--- src/rtl/bcd_cal_pkg.sv ---
package bcd_cal_pkg;

  typedef struct packed {
    logic       halt;
    logic [6:0] sec;
    logic [6:0] min;
    logic       cen_en;
    logic       cen;
    logic [5:0] hour;
    logic [2:0] dow;
    logic [5:0] date;
    logic [4:0] month;
    logic [7:0] year;
  } cal_t;

  localparam cal_t CAL_RESET = '{halt: 1'b0, sec: 7'h00, min: 7'h00, cen_en: 1'b0,
                                 cen: 1'b0, hour: 6'h00, dow: 3'd1, date: 6'h01,
                                 month: 5'h01, year: 8'h00};

  // BCD increment with wrap from 'last' back to 'first'
  function automatic logic [7:0] bcd_step(input logic [7:0] v, input logic [7:0] last,
                                          input logic [7:0] first);
    if (v == last) return first;
    if (v[3:0] == 4'd9) return {v[7:4] + 4'd1, 4'd0};
    return v + 8'd1;
  endfunction

  // multiple of 4: even tens needs units 0/4/8, odd tens needs units 2/6
  function automatic logic year_is_leap(input logic [7:0] y);
    if (y[4]) return (y[3:0] == 4'd2) || (y[3:0] == 4'd6);
    return (y[3:0] == 4'd0) || (y[3:0] == 4'd4) || (y[3:0] == 4'd8);
  endfunction

  function automatic logic [7:0] month_last(input logic [4:0] m, input logic [7:0] y);
    case (m)
      5'h02: return year_is_leap(y) ? 8'h29 : 8'h28;
      5'h04, 5'h06, 5'h09, 5'h11: return 8'h30;
      default: return 8'h31;
    endcase
  endfunction

  function automatic logic [7:0] reg_byte(input cal_t s, input logic [2:0] a);
    case (a)
      3'd0: return {s.halt, s.sec};
      3'd1: return {1'b0, s.min};
      3'd2: return {s.cen_en, s.cen, s.hour};
      3'd3: return {5'b0, s.dow};
      3'd4: return {2'b0, s.date};
      3'd5: return {3'b0, s.month};
      3'd6: return s.year;
      default: return 8'h00;
    endcase
  endfunction

  function automatic cal_t apply_write(input cal_t s, input logic [2:0] a, input logic [7:0] d);
    cal_t r = s;
    case (a)
      3'd0: begin r.halt = d[7]; r.sec = d[6:0]; end
      3'd1: r.min = d[6:0];
      3'd2: begin r.cen_en = d[7]; r.cen = d[6]; r.hour = d[5:0]; end
      3'd3: r.dow = d[2:0];
      3'd4: r.date = d[5:0];
      3'd5: r.month = d[4:0];
      3'd6: r.year = d;
      default: ;
    endcase
    return r;
  endfunction

endpackage

--- src/rtl/bcd_cal_advance.sv ---
module bcd_cal_advance
  import bcd_cal_pkg::*;
(
  input  cal_t cur,
  output cal_t nxt
);
  logic c_sec, c_min, c_hour, c_date, c_month, c_year;

  always_comb begin
    nxt     = cur;
    c_sec   = (cur.sec == 7'h59);
    c_min   = c_sec && (cur.min == 7'h59);
    c_hour  = c_min && (cur.hour == 6'h23);
    c_date  = c_hour && ({2'b0, cur.date} == month_last(cur.month, cur.year));
    c_month = c_date && (cur.month == 5'h12);
    c_year  = c_month && (cur.year == 8'h99);

    nxt.sec = 7'(bcd_step({1'b0, cur.sec}, 8'h59, 8'h00));
    if (c_sec) nxt.min = 7'(bcd_step({1'b0, cur.min}, 8'h59, 8'h00));
    if (c_min) nxt.hour = 6'(bcd_step({2'b0, cur.hour}, 8'h23, 8'h00));
    if (c_hour) begin
      nxt.dow  = (cur.dow == 3'd7) ? 3'd1 : cur.dow + 3'd1;
      nxt.date = 6'(bcd_step({2'b0, cur.date}, month_last(cur.month, cur.year), 8'h01));
    end
    if (c_date) nxt.month = 5'(bcd_step({3'b0, cur.month}, 8'h12, 8'h01));
    if (c_month) nxt.year = bcd_step(cur.year, 8'h99, 8'h00);
    if (c_year && cur.cen_en) nxt.cen = ~cur.cen;
  end
endmodule

--- src/rtl/bcd_cal_hold.sv ---
module bcd_cal_hold #(
  parameter int HOLD_MAX = 12_500_000,
  parameter int CNT_W    = $clog2(HOLD_MAX + 1)
) (
  input  logic clk,
  input  logic rst_n,
  input  logic tick_apply,
  input  logic rd_busy,
  input  logic wr_en,
  output logic vis_load,
  output logic expire
);
  logic             pending_q;
  logic [CNT_W-1:0] cnt_q;

  assign expire   = pending_q && rd_busy && (cnt_q == CNT_W'(HOLD_MAX - 1));
  assign vis_load = (tick_apply || pending_q) && (!rd_busy || expire);

  always_ff @(posedge clk) begin
    if (!rst_n || wr_en || vis_load) begin
      pending_q <= 1'b0;
      cnt_q     <= '0;
    end else begin
      pending_q <= pending_q || tick_apply;
      cnt_q     <= (pending_q && rd_busy) ? cnt_q + 1'b1 : '0;
    end
  end

  AST_HOLD_BOUND: assert property (@(posedge clk) disable iff (!rst_n)
    pending_q |-> (cnt_q < CNT_W'(HOLD_MAX)));
  AST_RELEASE_CLEARS: assert property (@(posedge clk) disable iff (!rst_n)
    (pending_q && !rd_busy) |=> !pending_q);
endmodule

--- src/rtl/bcd_calendar_core.sv ---
module bcd_calendar_core
  import bcd_cal_pkg::*;
#(
  parameter int HOLD_MAX = 12_500_000
) (
  input  logic        clk,
  input  logic        rst_n,
  input  logic        tick,
  input  logic        rd_busy,
  input  logic        wr_en,
  input  logic [2:0]  wr_addr,
  input  logic [7:0]  wr_data,
  input  logic [2:0]  rd_addr,
  output logic [7:0]  rd_data,
  output logic [55:0] regs_o
);
  localparam int NUM_REGS = 7;
  localparam int CNT_W    = $clog2(HOLD_MAX + 1);

  cal_t run_q, vis_q, run_nxt, run_wr;
  logic tick_apply, vis_load, expire;
  logic [7:0] vbyte [8];

  assign tick_apply = tick && !run_q.halt && !wr_en;
  assign run_wr     = apply_write(run_q, wr_addr, wr_data);

  bcd_cal_advance u_adv (.cur(run_q), .nxt(run_nxt));

  bcd_cal_hold #(.HOLD_MAX(HOLD_MAX), .CNT_W(CNT_W)) u_hold (
    .clk(clk), .rst_n(rst_n), .tick_apply(tick_apply), .rd_busy(rd_busy),
    .wr_en(wr_en), .vis_load(vis_load), .expire(expire)
  );

  always_ff @(posedge clk) begin
    if (!rst_n) begin
      run_q <= CAL_RESET;
      vis_q <= CAL_RESET;
    end else if (wr_en) begin
      run_q <= run_wr;
      vis_q <= run_wr;
    end else begin
      if (tick_apply) run_q <= run_nxt;
      if (vis_load) vis_q <= tick_apply ? run_nxt : run_q;
    end
  end

  for (genvar gi = 0; gi < 8; gi++) begin : g_bytes
    if (gi < NUM_REGS) begin : g_reg
      assign vbyte[gi] = reg_byte(vis_q, 3'(gi));
      assign regs_o[gi*8 +: 8] = vbyte[gi];
    end else begin : g_pad
      assign vbyte[gi] = 8'h00;
    end
  end

  assign rd_data = vbyte[rd_addr];

  AST_STOP_FREEZE: assert property (@(posedge clk) disable iff (!rst_n)
    (run_q.halt && !wr_en) |=> $stable(run_q));
  AST_VIS_HOLD: assert property (@(posedge clk) disable iff (!rst_n)
    (rd_busy && !wr_en && !expire) |=> $stable(vis_q));
  AST_CEN_LOCKED: assert property (@(posedge clk) disable iff (!rst_n)
    (!run_q.cen_en && !wr_en) |=> $stable(run_q.cen));
  AST_DOW_RANGE: assert property (@(posedge clk) disable iff (!rst_n)
    (tick_apply && run_q.dow != 3'd0) |=> (run_q.dow != 3'd0));
endmodule

--- config.mk ---
export PLATFORM = sky130hd
export DESIGN_NAME = bcd_calendar_core
export DESIGN_NICKNAME = d
export VERILOG_FILES = /design/src/rtl/bcd_cal_pkg.sv /design/src/rtl/bcd_cal_advance.sv /design/src/rtl/bcd_cal_hold.sv /design/src/rtl/bcd_calendar_core.sv
export SDC_FILE = /design/constraint.sdc
export NUM_CORES = 1
export LEC_CHECK = 0
export BUFFER_PORTS_ARGS = -buffer_cell sky130_fd_sc_hd__buf_2
export CAP_MARGIN = 20
export CELL_PAD_IN_SITES_DETAIL_PLACEMENT = 0
export CELL_PAD_IN_SITES_GLOBAL_PLACEMENT = 1
export CORE_AREA = 2 2 129 131
export DETAILED_ROUTE_END_ITERATION = 7
export DIE_AREA = 0 0 131 133
export PLACE_DENSITY = 0.9
export SETUP_SLACK_MARGIN = 0.5
export SKIP_LAST_GASP = 1
export SLEW_MARGIN = 40
export SYNTH_ARGS = -nofsm -noshare
export SYNTH_HDL_FRONTEND = slang
export SYNTH_SLANG_ARGS = --single-unit
--- constraint.sdc ---
create_clock -name clk -period 2.9 [get_ports clk]
set_input_delay 0.58 -clock clk [delete_from_list [all_inputs] [get_ports clk]]
set_output_delay 0.58 -clock clk [all_outputs]
set_load 0.02 [all_outputs]
# Yosys cells after proc, flatten, opt, wreduce, memory -nomap -nowiden
# Cells that the tools add are included.
# word_totals
elab_cells	184
regBits	115
out_inout_bits	64
in_bits	19
# op_classes
n_lt_le_gt_ge	1
addsub	14
bitwise_logic	3
n_reduce_logical	27
n_eq_ne	30
mux	87
# op_table
operator	n
$mux W45	3
$mux W8	11
$mux W7	10
$mux W6	10
$mux W44	1
$mux W1	40
$pmux W8 S2	2
$mux W5	6
$eq A4 B4 Y1 const B	7
$add A24 B1 Y24 const B	1
$bmux W8 S3	1
$eq A24 B24 Y1 const B	1
$eq A6 B8 Y1	2
$add A7 B1 Y7 const B	2
$eq A7 B7 Y1 const B	2
$add A6 B1 Y6 const B	2
$eq A3 B3 Y1 const B	4
$logic_and A1 B1 Y1	11
$eq A5 B3 Y1 const B	2
$eq A5 B5 Y1 const B	2
$add A3 B1 Y3 const B	3
$mux W9	1
$add A8 B1 Y8 const B	1
$eq A4 B3 Y1 const B	2
22 further kinds	35

# Logic depth before layout (Yosys ltp)
# Gate-level depths: netlist (run 1).
# depth
word_depth	21
depth_mapped	11

# By module
# From an unflattened synthesis (run 1), not the netlist that was laid out.
# unflattened
cells_unflattened	965
area_unflattened_um2	8212.9
# by_module_without_submodules
module	cells_per_inst	instances	area_each_um2
bcd_calendar_core	570	1	5306.3
bcd_cal_advance	256	1	1721.7
bcd_cal_hold	139	1	1184.9

# Least setup slack after synthesis (run 1)
# No wires, ideal clock.
# synth_timing
path_kind	in2out
startpoint	input rd_addr[1]
endpoint	output rd_data[5]
required_ns	2.320
arrival_time_ns	2.007
slack_ns	0.313
stages	6
path_cell_list	clkbuf_1 > buf_1 > mux2i_1 > nor2_1 > a21oi_1 > o21ai_0
# synth_between
elab_chain_cells	4
# synth_lines
item	line_no	text
from (decl)	bcd_calendar_core.sv:13	input logic [2:0] rd_addr,
$not A3 Y4 (not written as such)	bcd_calendar_core.sv:56	assign rd_data = vbyte[rd_addr];
$bmux W8 S3	bcd_calendar_core.sv:56	
$mux W8 (not written as such) (2 in series)	bcd_calendar_core.sv:56	
to (decl)	bcd_calendar_core.sv:14	output logic [7:0] rd_data,
# Every way passes these cells. The select of a mux whose other input is x is not followed.

# Final worst setup path (run 1)
# layout_timing
startpoint	register run_q[10] (netlist bit)
endpoint	register vis_q, in the netlist regs_o[49]
# layout_between
elab_chain_cells	10
elab_cells_between_ends	15
# layout_lines
item	line_no	text
from (decl)	bcd_calendar_core.sv:20	cal_t run_q, vis_q, run_nxt, run_wr;
from (signal assigned)	bcd_calendar_core.sv:39	run_q <= run_wr;
from (signal assigned)	bcd_calendar_core.sv:42	if (tick_apply) run_q <= run_nxt;
$eq A5 B3 Y1, or another cell as far along	bcd_cal_pkg.sv:35	case (m)
$reduce_or A4 Y1	bcd_cal_pkg.sv:35	
$pmux W8 S2	bcd_cal_pkg.sv:35	
$eq A6 B8 Y1	bcd_cal_advance.sv:14	c_date = c_hour && ({2'b0, cur.date} == month_last(cur.month, cur.year));
$logic_and A1 B1 Y1	bcd_cal_advance.sv:14	
$logic_and A1 B1 Y1 *	bcd_cal_advance.sv:15	c_month = c_date && (cur.month == 5'h12);
$mux W8 *	bcd_cal_advance.sv:26	if (c_month) nxt.year = bcd_step(cur.year, 8'h99, 8'h00);
$mux W44 *	-	
$mux W45 *	bcd_calendar_core.sv:43	if (vis_load) vis_q <= tick_apply ? run_nxt : run_q;
$mux W45 *	bcd_calendar_core.sv:38	end else if (wr_en) begin
to (signal assigned)	bcd_calendar_core.sv:40	vis_q <= run_wr;
to (signal assigned)	bcd_calendar_core.sv:43	
to (decl)	bcd_calendar_core.sv:20	
# Every way passes the cells marked *; elsewhere a longest branch is shown, timed or not. The select of a mux whose other input is x is not followed.
# A chain may end at the register's enable or synchronous reset.

==> results.toml, run 1 <==
[sta]
fmaxAchievable_ghz = 0.4173
fin_hold_ws_ps = 450.1
period_needed_ps = 2396
fin_setup_tns_ps = 0
grt_setup_unrepaired = "yes"
worstMarginPinSlew_ps = 587.0
skew_ps = 9.728
finalSetupViolations = 0
fin_crit_sh = 0.8264
maxSlewViolCount = 0
slew_headroom = 0.6057
hold_viol = 0
fin_ws_ps = 503.6

[routing]
post_drt_wl_per_cell_um = 18.37
drt-pass1-iter-count = 5
drc_errors = 0
via_per_inst = 5.726
via_count = 6614
drt_iter0_markers = 573
routed_wl_mm = 21.22
postRouteAntennaNets = 0

[placed_design]
dp.cells = 1118
hpwlAfterDp_mm = 14.57
io_buffers = 71
routabilityCongestion = 0.9122
dp_slack_ps = 280.4

[synthesis]
yosysWarningCount = 0
async_flop_share = 0
syn_avg_cell_area_um2 = 8.092
syn_area_um2 = 6887
ys_seq_area_frac = 0.3343
yosysUniqueCellTypes = 74
ys.flop_type = "dfxtp_1"
synthCells = 851
synth_edf_count = 0
synth-seq-cells = 115

[clock_network]
clock_latency_ps = 420
cts.sink_count = 115
clockBufferDepth = 2
cts_buffers = 17
cts_root_buf = "clkbuf_16"
htreeDepth = 4
ctsHoldBuffers = 0
cts_tree = "done"
path_clk_slew_ps = 50

[power_and_ir_drop]
vdd.ir_drop.worst_uv = 415.4
power_mw = 4.683
power_density_nw_per_um2 = 561.3
p_leak_nw = 3.352

[setup_path]
worstSetupEndpointType = "flop"
r2r_end = "regs_o[49]"
worstSetupStartpointType = "flop"
required_ps = 3240
rrSetupSlack_ps = 500
crit_path_max_fanout = 7
reg2reg_from = "run_q[10]"
crit_type = "reg -> reg"
rr_worst_depth = 7
cp.arrival_ps = 2740

[final_layout]
final_common_cell = "dfxtp_1"
fin_nets = 959
area_growth_pct = 21.15
drive_above_1_share = 0.2257
fill_cells = 1503
diodes = 0
mostFrequentLayoutCells = "dfxtp_1 (103), nor2_1 (95), nand2_1 (80), buf_2 (69), a21oi_1 (58)"
final_cells = 1155

[global_routing]
grt_max_degree = 51
grt_pass1_wl_mm = 33.22
antenna_found_initial = 0
grt_pass1_vias = 6066
overflow = 0
track_usage = 0.2482

[min_path]
hold_path_depth = 1
min_to = "u_hold.cnt_q[0]"
worstHoldStart = "u_hold.cnt_q[0]"
hold_path_class = "reg -> reg"

[die]
start_util = 0.4258
die_y_um = 133
io_pins = 83
fp.coreArea_um2 = 16170
die_w_um = 131
dieArea_um2 = 17420
rows = 47

[flow_run]
drv_cap = 0

[status]
status = "completed"
## metrics by stage
stage | area (um2) | util
6_report | 8343 | 0.5159
5_1_grt | 8343 | 0.5159
4_1_cts | 8223 | 0.5085
3_5_place_dp | 7523 | 0.4652
3_3_place_gp | 7523 | 0.4652
2_1_floorplan | 6930 | -
## area by class of cell
type                       count  area, um2  share of cell area
inverter                      23      86.33             0.01035
multi-input combinational    654       4354              0.5219
timing repair buffer         111      668.1             0.08008
sequential                   115       2322              0.2783
tap                          220      275.3             0.03299
clock inverter                10      152.6             0.01830
clock buffer                  22      484.2             0.05804
## worst max path at each step
| stage | endpoint | cells after the start | slack, ps | startpoint |
|---|---|---|---|---|
| global placement | regs_o[52] | 9 | 320 | wr_en |
| detailed placement | run_q[28] | 7 | 280 | run_q[11] |
| floorplan | rd_data[1] | 4 | 520 | rd_addr[1] |
| finish | regs_o[49] | 7 | 500 | run_q[10] |
| CTS | regs_o[49] | 7 | 500 | run_q[10] |
| global route | regs_o[49] | 7 | 460 | run_q[10] |
## routing by layer
layer	wire [um]	track usage
met1	9559	0.3502
met2	9617	0.3748
met3	1702	0.05621
met4	344	0.07920
met5	0	0
## registers in the layout (all words and copies together), names as in the netlist
name	flops
u_hold.cnt_q	24
run_q	45
regs_o	45
u_hold.pending_q	1
## power by group
part,leakage [nW],internal (mW),switching [mW]
registers,0.945,1.66,0.101
logic,2.09,0.251,0.421
clock network,0.316,1.52,0.731
## Yosys cell counts, drive strengths merged, types with 17 or more instances
library cell | count | area, um2
dfxtp | 115 | 2302
nor2 | 99 | 371.6
nand2 | 84 | 325.3
a21oi | 58 | 290.3
clkbuf | 46 | 172.7
mux2i | 43 | 430.4
o21ai | 39 | 195.2
nand3 | 29 | 145.1
buf | 24 | 141.4
inv | 20 | 75.07
nand4 | 20 | 125.1
xnor2 | 20 | 175.2
ha | 18 | 225.2
and2 | 17 | 106.4
nor3 | 17 | 90.09
## critical path, stage by stage (launching register included)
cell and delay [ps]:
dfxtp_4 370, or4_4 530, a2111oi_4 260, nand2_2 140
o211ai_4 210, nand2_4 120, or4b_4 490, a32oi_1 200
## what timing repair did
action	in CTS	in global routing
setup buffers	2	2
setup endpoints to repair	39	53
pin swaps	2	4
resized for setup	11	32
gates cloned	1	0
## cells by family after synthesis
kind of cell,Yosys count,share of synthesized area
flip-flops,115,0.3343
AO/OA/AOI/OAI,194,0.1866
multiplexers,63,0.1034
adder cells (fa/ha/maj),18,0.03270
buffers and inverters,93,0.05814
XOR/XNOR,34,0.04324
AND/OR/NAND/NOR,333,0.2411
other,1,0.0005445
(Power assumes the default switching activity.)
==> run 2: changes to the inputs <==
CORE_AREA = 2 2 135 137   (was 2 2 129 131)
DIE_AREA = 0 0 137 139   (was 0 0 131 133)
PLACE_DENSITY = 0.87   (was 0.9)
clock period = 2.08 ns   (was 2.9 ns; I/O delays follow)
==> results.toml, run 2 (synthesis gave the netlist of run 1 again) <==
[sta]
finalSetupViolations = 61
skew_ps = 9.635
fin_crit_sh = 1.164
maxSlewViolCount = 0
period_needed_ps = 2422
fmaxAchievable_ghz = 0.4129
fin_ws_ps = -341.8
grt_setup_unrepaired = "yes"
hold_viol = 0

[clock_network]
htreeDepth = 4
clock_latency_ps = 430
cts.sink_count = 115
cts_tree = "done"
clockBufferDepth = 2
cts_root_buf = "clkbuf_16"
path_clk_slew_ps = 60
cts_buffers = 17
ctsHoldBuffers = 0

[routing]
drt-pass1-iter-count = 6
via_per_inst = 5.939
routed_wl_mm = 28.14
post_drt_wl_per_cell_um = 21.06
drc_errors = 0
via_count = 7934
postRouteAntennaNets = 0
drt_iter0_markers = 867

[global_routing]
grt_max_degree = 36
use_met1 = 0.3714
grt.busiest_layer = "met2"
overflow = 0
grt_pass1_wl_mm = 40.12
antenna_found_initial = 0
use_met3 = 0.07018
grt_use_met2 = 0.4200
track_usage = 0.2734
grt_pass1_vias = 7208

[setup_path]
crit_type = "reg -> reg"
cp.arrival_ps = 2760
worstSetupEndpointType = "flop"
worstSetupStartpointType = "flop"
required_ps = 2420
crit_path_max_fanout = 5

[power_and_ir_drop]
power_mw = 6.984
vdd.ir_drop.worst_uv = 724.6
p_leak_nw = 4.575
power_density_nw_per_um2 = 634.1

[die]
die_y_um = 139
rows = 49
fp.coreArea_um2 = 17660
die_w_um = 137
io_pins = 83
start_util = 0.3900
dieArea_um2 = 19040

[final_layout]
fill_cells = 1318
drive_above_1_share = 0.4779
final_common_cell = "buf_4"
area_growth_pct = 59.94
mostFrequentLayoutCells = "buf_4 (157), nor2_1 (86), dfxtp_1 (75), nand2_1 (73), buf_2 (60)"
diodes = 0
fin_nets = 1131

[placed_design]
hpwlAfterDp_mm = 16.93
io_buffers = 71
dp_slack_ps = -273.1
routabilityCongestion = 0.9495

[min_path]
hold_path_class = "in -> reg"

[status]
violations = "negative setup slack"
status = "complete, but fails checks"

[flow_run]
drv_cap = 0
run 2: cell count changes in the layout (fill, tap and decap cells not counted), sizes merged:
cell,change
buf,+170
clkinvlp,+4
clkinv,-2
bufinv,-1
clkbuf,-1
inv,+1
or2,+1
run 2: repair_timing:
item	in CTS	in global routing
endpoints found under the setup margin	116	119
buffers inserted	31	27
gates cloned	6	1
pin swaps	71	70
resized for setup	144	94
run 2: critical path: stages (launching register included):
cell	delay, ps
dfxtp_4	370
ha_4	130
nor4bb_4	340
nand2_2	140
nor4_4	300
and2_4	240
nand2_4	70
or4b_4	510
a32oi_2	230
run 2: metrics by stage:
stage	instances	hold WS (ps)	area (um2)	utilization	TNS (ps)
4_1_cts	1308	277.6	10370	0.5871	-3445
6_report	1336	286.2	11010	0.6238	-8753
3_3_place_gp	1239	443.5	8850	0.5012	-6346
5_1_grt	1336	295.1	11010	0.6238	-14710
2_1_floorplan	861	425.5	7567	-	-173.4
3_5_place_dp	1239	447.4	8850	0.5012	-8542
run 2: layout make-up:
class,instances,area (um2),area share
clock buffer,20,456.7,0.04146
clock inverter,12,155.1,0.01409
inverter,23,86.33,0.007838
multi-input combinational,655,5223,0.4742
sequential,115,2370,0.2152
tap,229,286.5,0.02601
timing repair buffer,282,2437,0.2213
run 2: worst paths after layout:
path	startpoint	endpoint	slack (ps)	cells after the start
max	run_q[23]	regs_o[49]	-340	8
min	rst_n	u_hold.pending_q	290	3
max reg2reg	run_q[23]	regs_o[49]	-340	8
min reg2reg	u_hold.cnt_q[0]	u_hold.cnt_q[0]	450	1
run 2: metal layers:
metal / vias up / wire [um] / part of all wire
met5: - / 0 / 0
met4: 0 / 1223 / 0.043
met3: 113 / 2910 / 0.10
met2: 477 / 12630 / 0.45
met1: 3811 / 11380 / 0.40
li1: 3533 / - / -
run 2: where the power goes:
part / total (mW) / switching [mW] / internal [mW]
combinational: 1.48 / 0.822 / 0.659
sequential: 2.43 / 0.117 / 2.32
clock: 3.07 / 1.12 / 1.95
total: 6.98 / 2.06 / 4.92
==> run 3: changes to the inputs <==
CORE_AREA = 2 2 145 147   (was 2 2 135 137)
DIE_AREA = 0 0 147 149   (was 0 0 137 139)
RECOVER_POWER = 25   (was not set)
SYNTH_HIERARCHICAL = 1   (was not set)
==> results.toml, run 3 <==
[sta]
fin_ws_ps = -683.5
fin_crit_sh = 1.329
slew_headroom = 0.2192
fin_hold_ws_ps = 308.1
period_needed_ps = 2763
skew_ps = 12.05
fmaxAchievable_ghz = 0.3619
hold_viol = 0
finalSetupViolations = 79
maxSlewViolCount = 0
grt_setup_unrepaired = "yes"
worstMarginPinSlew_ps = 1171

[clock_network]
cts_tree = "done"
htreeDepth = 4
path_clk_slew_ps = 60
clockBufferDepth = 2
cts.sink_count = 115
cts_buffers = 17
cts_root_buf = "clkbuf_16"
clock_latency_ps = 430

[setup_path]
worstSetupEndpointType = "flop"
crit_path_max_fanout = 4
required_ps = 2390
cp_cell_sequence = "inv_2 > ha_4 > nand3b_1 > or4b_4 > buf_6 > nor4_4 > a21o_1 > a22oi_1 > nor2_2 > and4b_1 > a31oi_1 > a221oi_1"
reg2reg_from = "run_q[31]"
cp.arrival_ps = 3070
slowest_delay_ps = 600
crit_type = "reg -> reg"
r2r_end = "regs_o[35]"
worstSetupStartpointType = "flop"
rr_worst_depth = 12
crit_slowest_cell = "or4b_4"
rrSetupSlack_ps = -680

[routing]
drc_errors = 0
via_count = 9260
postRouteAntennaNets = 0
drt_iter0_markers = 899
post_drt_wl_per_cell_um = 21.94
via_per_inst = 6.257
routed_wl_mm = 32.47
drt-pass1-iter-count = 8

[synthesis]
synthTopCellsByArea = "dfxtp_1 (28%), a211oi_1 (6.5%), mux2i_1 (5.4%)"
syn_area_um2 = 8213
synthCells = 965
synth-seq-cells = 115
ys_seq_area_frac = 0.2803
async_flop_share = 0
ys.flop_type = "dfxtp_1"
synth_common_cells = "dfxtp_1 (115), a211oi_1 (71), nor2_1 (54)"
synth.largest_area_cell = "dfxtp_1"
synth.most_common_cell = "dfxtp_1"
yosysWarningCount = 6
netlist.area_leader.share = 0.2803
syn_avg_cell_area_um2 = 8.511
synth_edf_count = 0
yosysUniqueCellTypes = 85

[final_layout]
final_util = 0.5967
fin_nets = 1229
diodes = 0
area_growth_pct = 49.34
final_common_cell = "buf_4"
drive_above_1_share = 0.4556
mostFrequentLayoutCells = "buf_4 (164), dfxtp_1 (70), buf_6 (46), mux2i_1 (41), and3b_1 (41)"

[die]
fp.coreArea_um2 = 20560
die_w_um = 147
start_util = 0.3995
die_y_um = 149
rows = 53
dieArea_um2 = 21900
io_pins = 83

[power_and_ir_drop]
p_leak_nw = 5.010
power_density_nw_per_um2 = 587.8
vdd.ir_drop.worst_uv = 499.7
power_mw = 7.209

[status]
violations = "negative setup slack"
status = "complete, but fails checks"

[flow_run]
drv_cap = 0

[global_routing]
overflow = 0
grt_pass1_wl_mm = 48.18
grt_pass1_vias = 8638
antenna_found_initial = 0
track_usage = 0.2779
grt_max_degree = 71

[min_path]
worstHoldStart = "rst_n"
min_to = "run_q[13]"
hold_path_depth = 2
hold_path_class = "in -> reg"

[placed_design]
io_buffers = 71
routabilityCongestion = 0.9236
hpwlAfterDp_mm = 19.43
==> run 3: cell types whose count changed after synthesis, moves of 12 or more <==
cell and change:
nand2_1 -36, nor2_1 -45, a211oi_1 +59, a221oi_1 +19, nand3_1 +12, nor2b_1 +12, and3b_1 +40, and2_1 -13
buf_2 +26, a21oi_1 -22, and4b_1 +25, a31oi_1 +13, o31ai_1 +21
==> run 3: timing repair <==
item | CTS | global route
pin swaps | 45 | 64
buffers inserted | 40 | 26
hold buffers | 0 | 0
setup endpoints to repair | 117 | 120
gates cloned | 10 | 4
gates resized for setup | 119 | 107
==> run 3: how the worst max path moves through the flow <==
stage	start	endpoint
global placement	run_q[11]	regs_o[55]
floorplan	run_q[31]	regs_o[53]
global route	run_q[10]	regs_o[51]
detailed placement	run_q[8]	regs_o[55]
finish	run_q[31]	regs_o[35]
CTS	run_q[10]	regs_o[55]
==> run 3: cell type report <==
| cell class | instances | area (um2) |
|---|---|---|
| clock inverters | 15 | 133.9 |
| multi-input cells | 736 | 6231 |
| flip-flops and latches | 115 | 2381 |
| inverters | 26 | 123.9 |
| clock buffers | 17 | 425.4 |
| well taps | 275 | 344.1 |
| fillers | 1627 | 8292 |
| repair buffers | 296 | 2626 |
==> run 3: cell families (layout without fill, tap and decap cells) <==
group,count (synthesis),count (layout),share of synthesized area
xor+xnor,28,28,0.02986
simple gates,352,352,0.2712
flops,115,115,0.2803
buf+inv,124,354,0.07389
other cells,1,11,0.0004566
mux,63,63,0.08653
compound gates,264,264,0.2304
fa+ha+maj,18,18,0.02742
==> run 3: where the power goes <==
part	leakage [nW]	switching, mW	internal [mW]	total, mW
Combinational	3.78	1.07	0.835	1.91
Clock	0.266	1.19	1.65	2.83
Sequential	0.963	0.132	2.34	2.47
Total	5.01	2.39	4.82	7.21
==> run 3: per-layer routing <==
layer	vias to the layer above	routed length, um	global-route usage
li1	4141	-	-
met1	4496	12980	0.3496
met2	504	15650	0.4707
met3	119	2385	0.05015
met4	0	1456	0.1178
met5	-	0	0
==> run 3: worst max-delay path: cells and delay by family (launching register included) <==
kind                     cells  cell delay, ps
AO/OA/AOI/OAI                4             640
adder cells (fa/ha/maj)      1             140
buffers and inverters        2             230
flip-flops                   1             330
AND/OR/NAND/NOR              5            1290
==> run 3: metrics by stage <==
stage | worst slack (ps) | setup TNS [ps] | instances | instance area (um2)
6_report | -683.5 | -29790 | 1480 | 12270
5_1_grt | -679.3 | -36610 | 1480 | 12270
4_1_cts | -506.1 | -22750 | 1450 | 11590
3_5_place_dp | -582.0 | -26480 | 1368 | 10040
3_3_place_gp | -528.5 | -23030 | 1368 | 10040
2_1_floorplan | -577.4 | -18990 | 975 | 8879
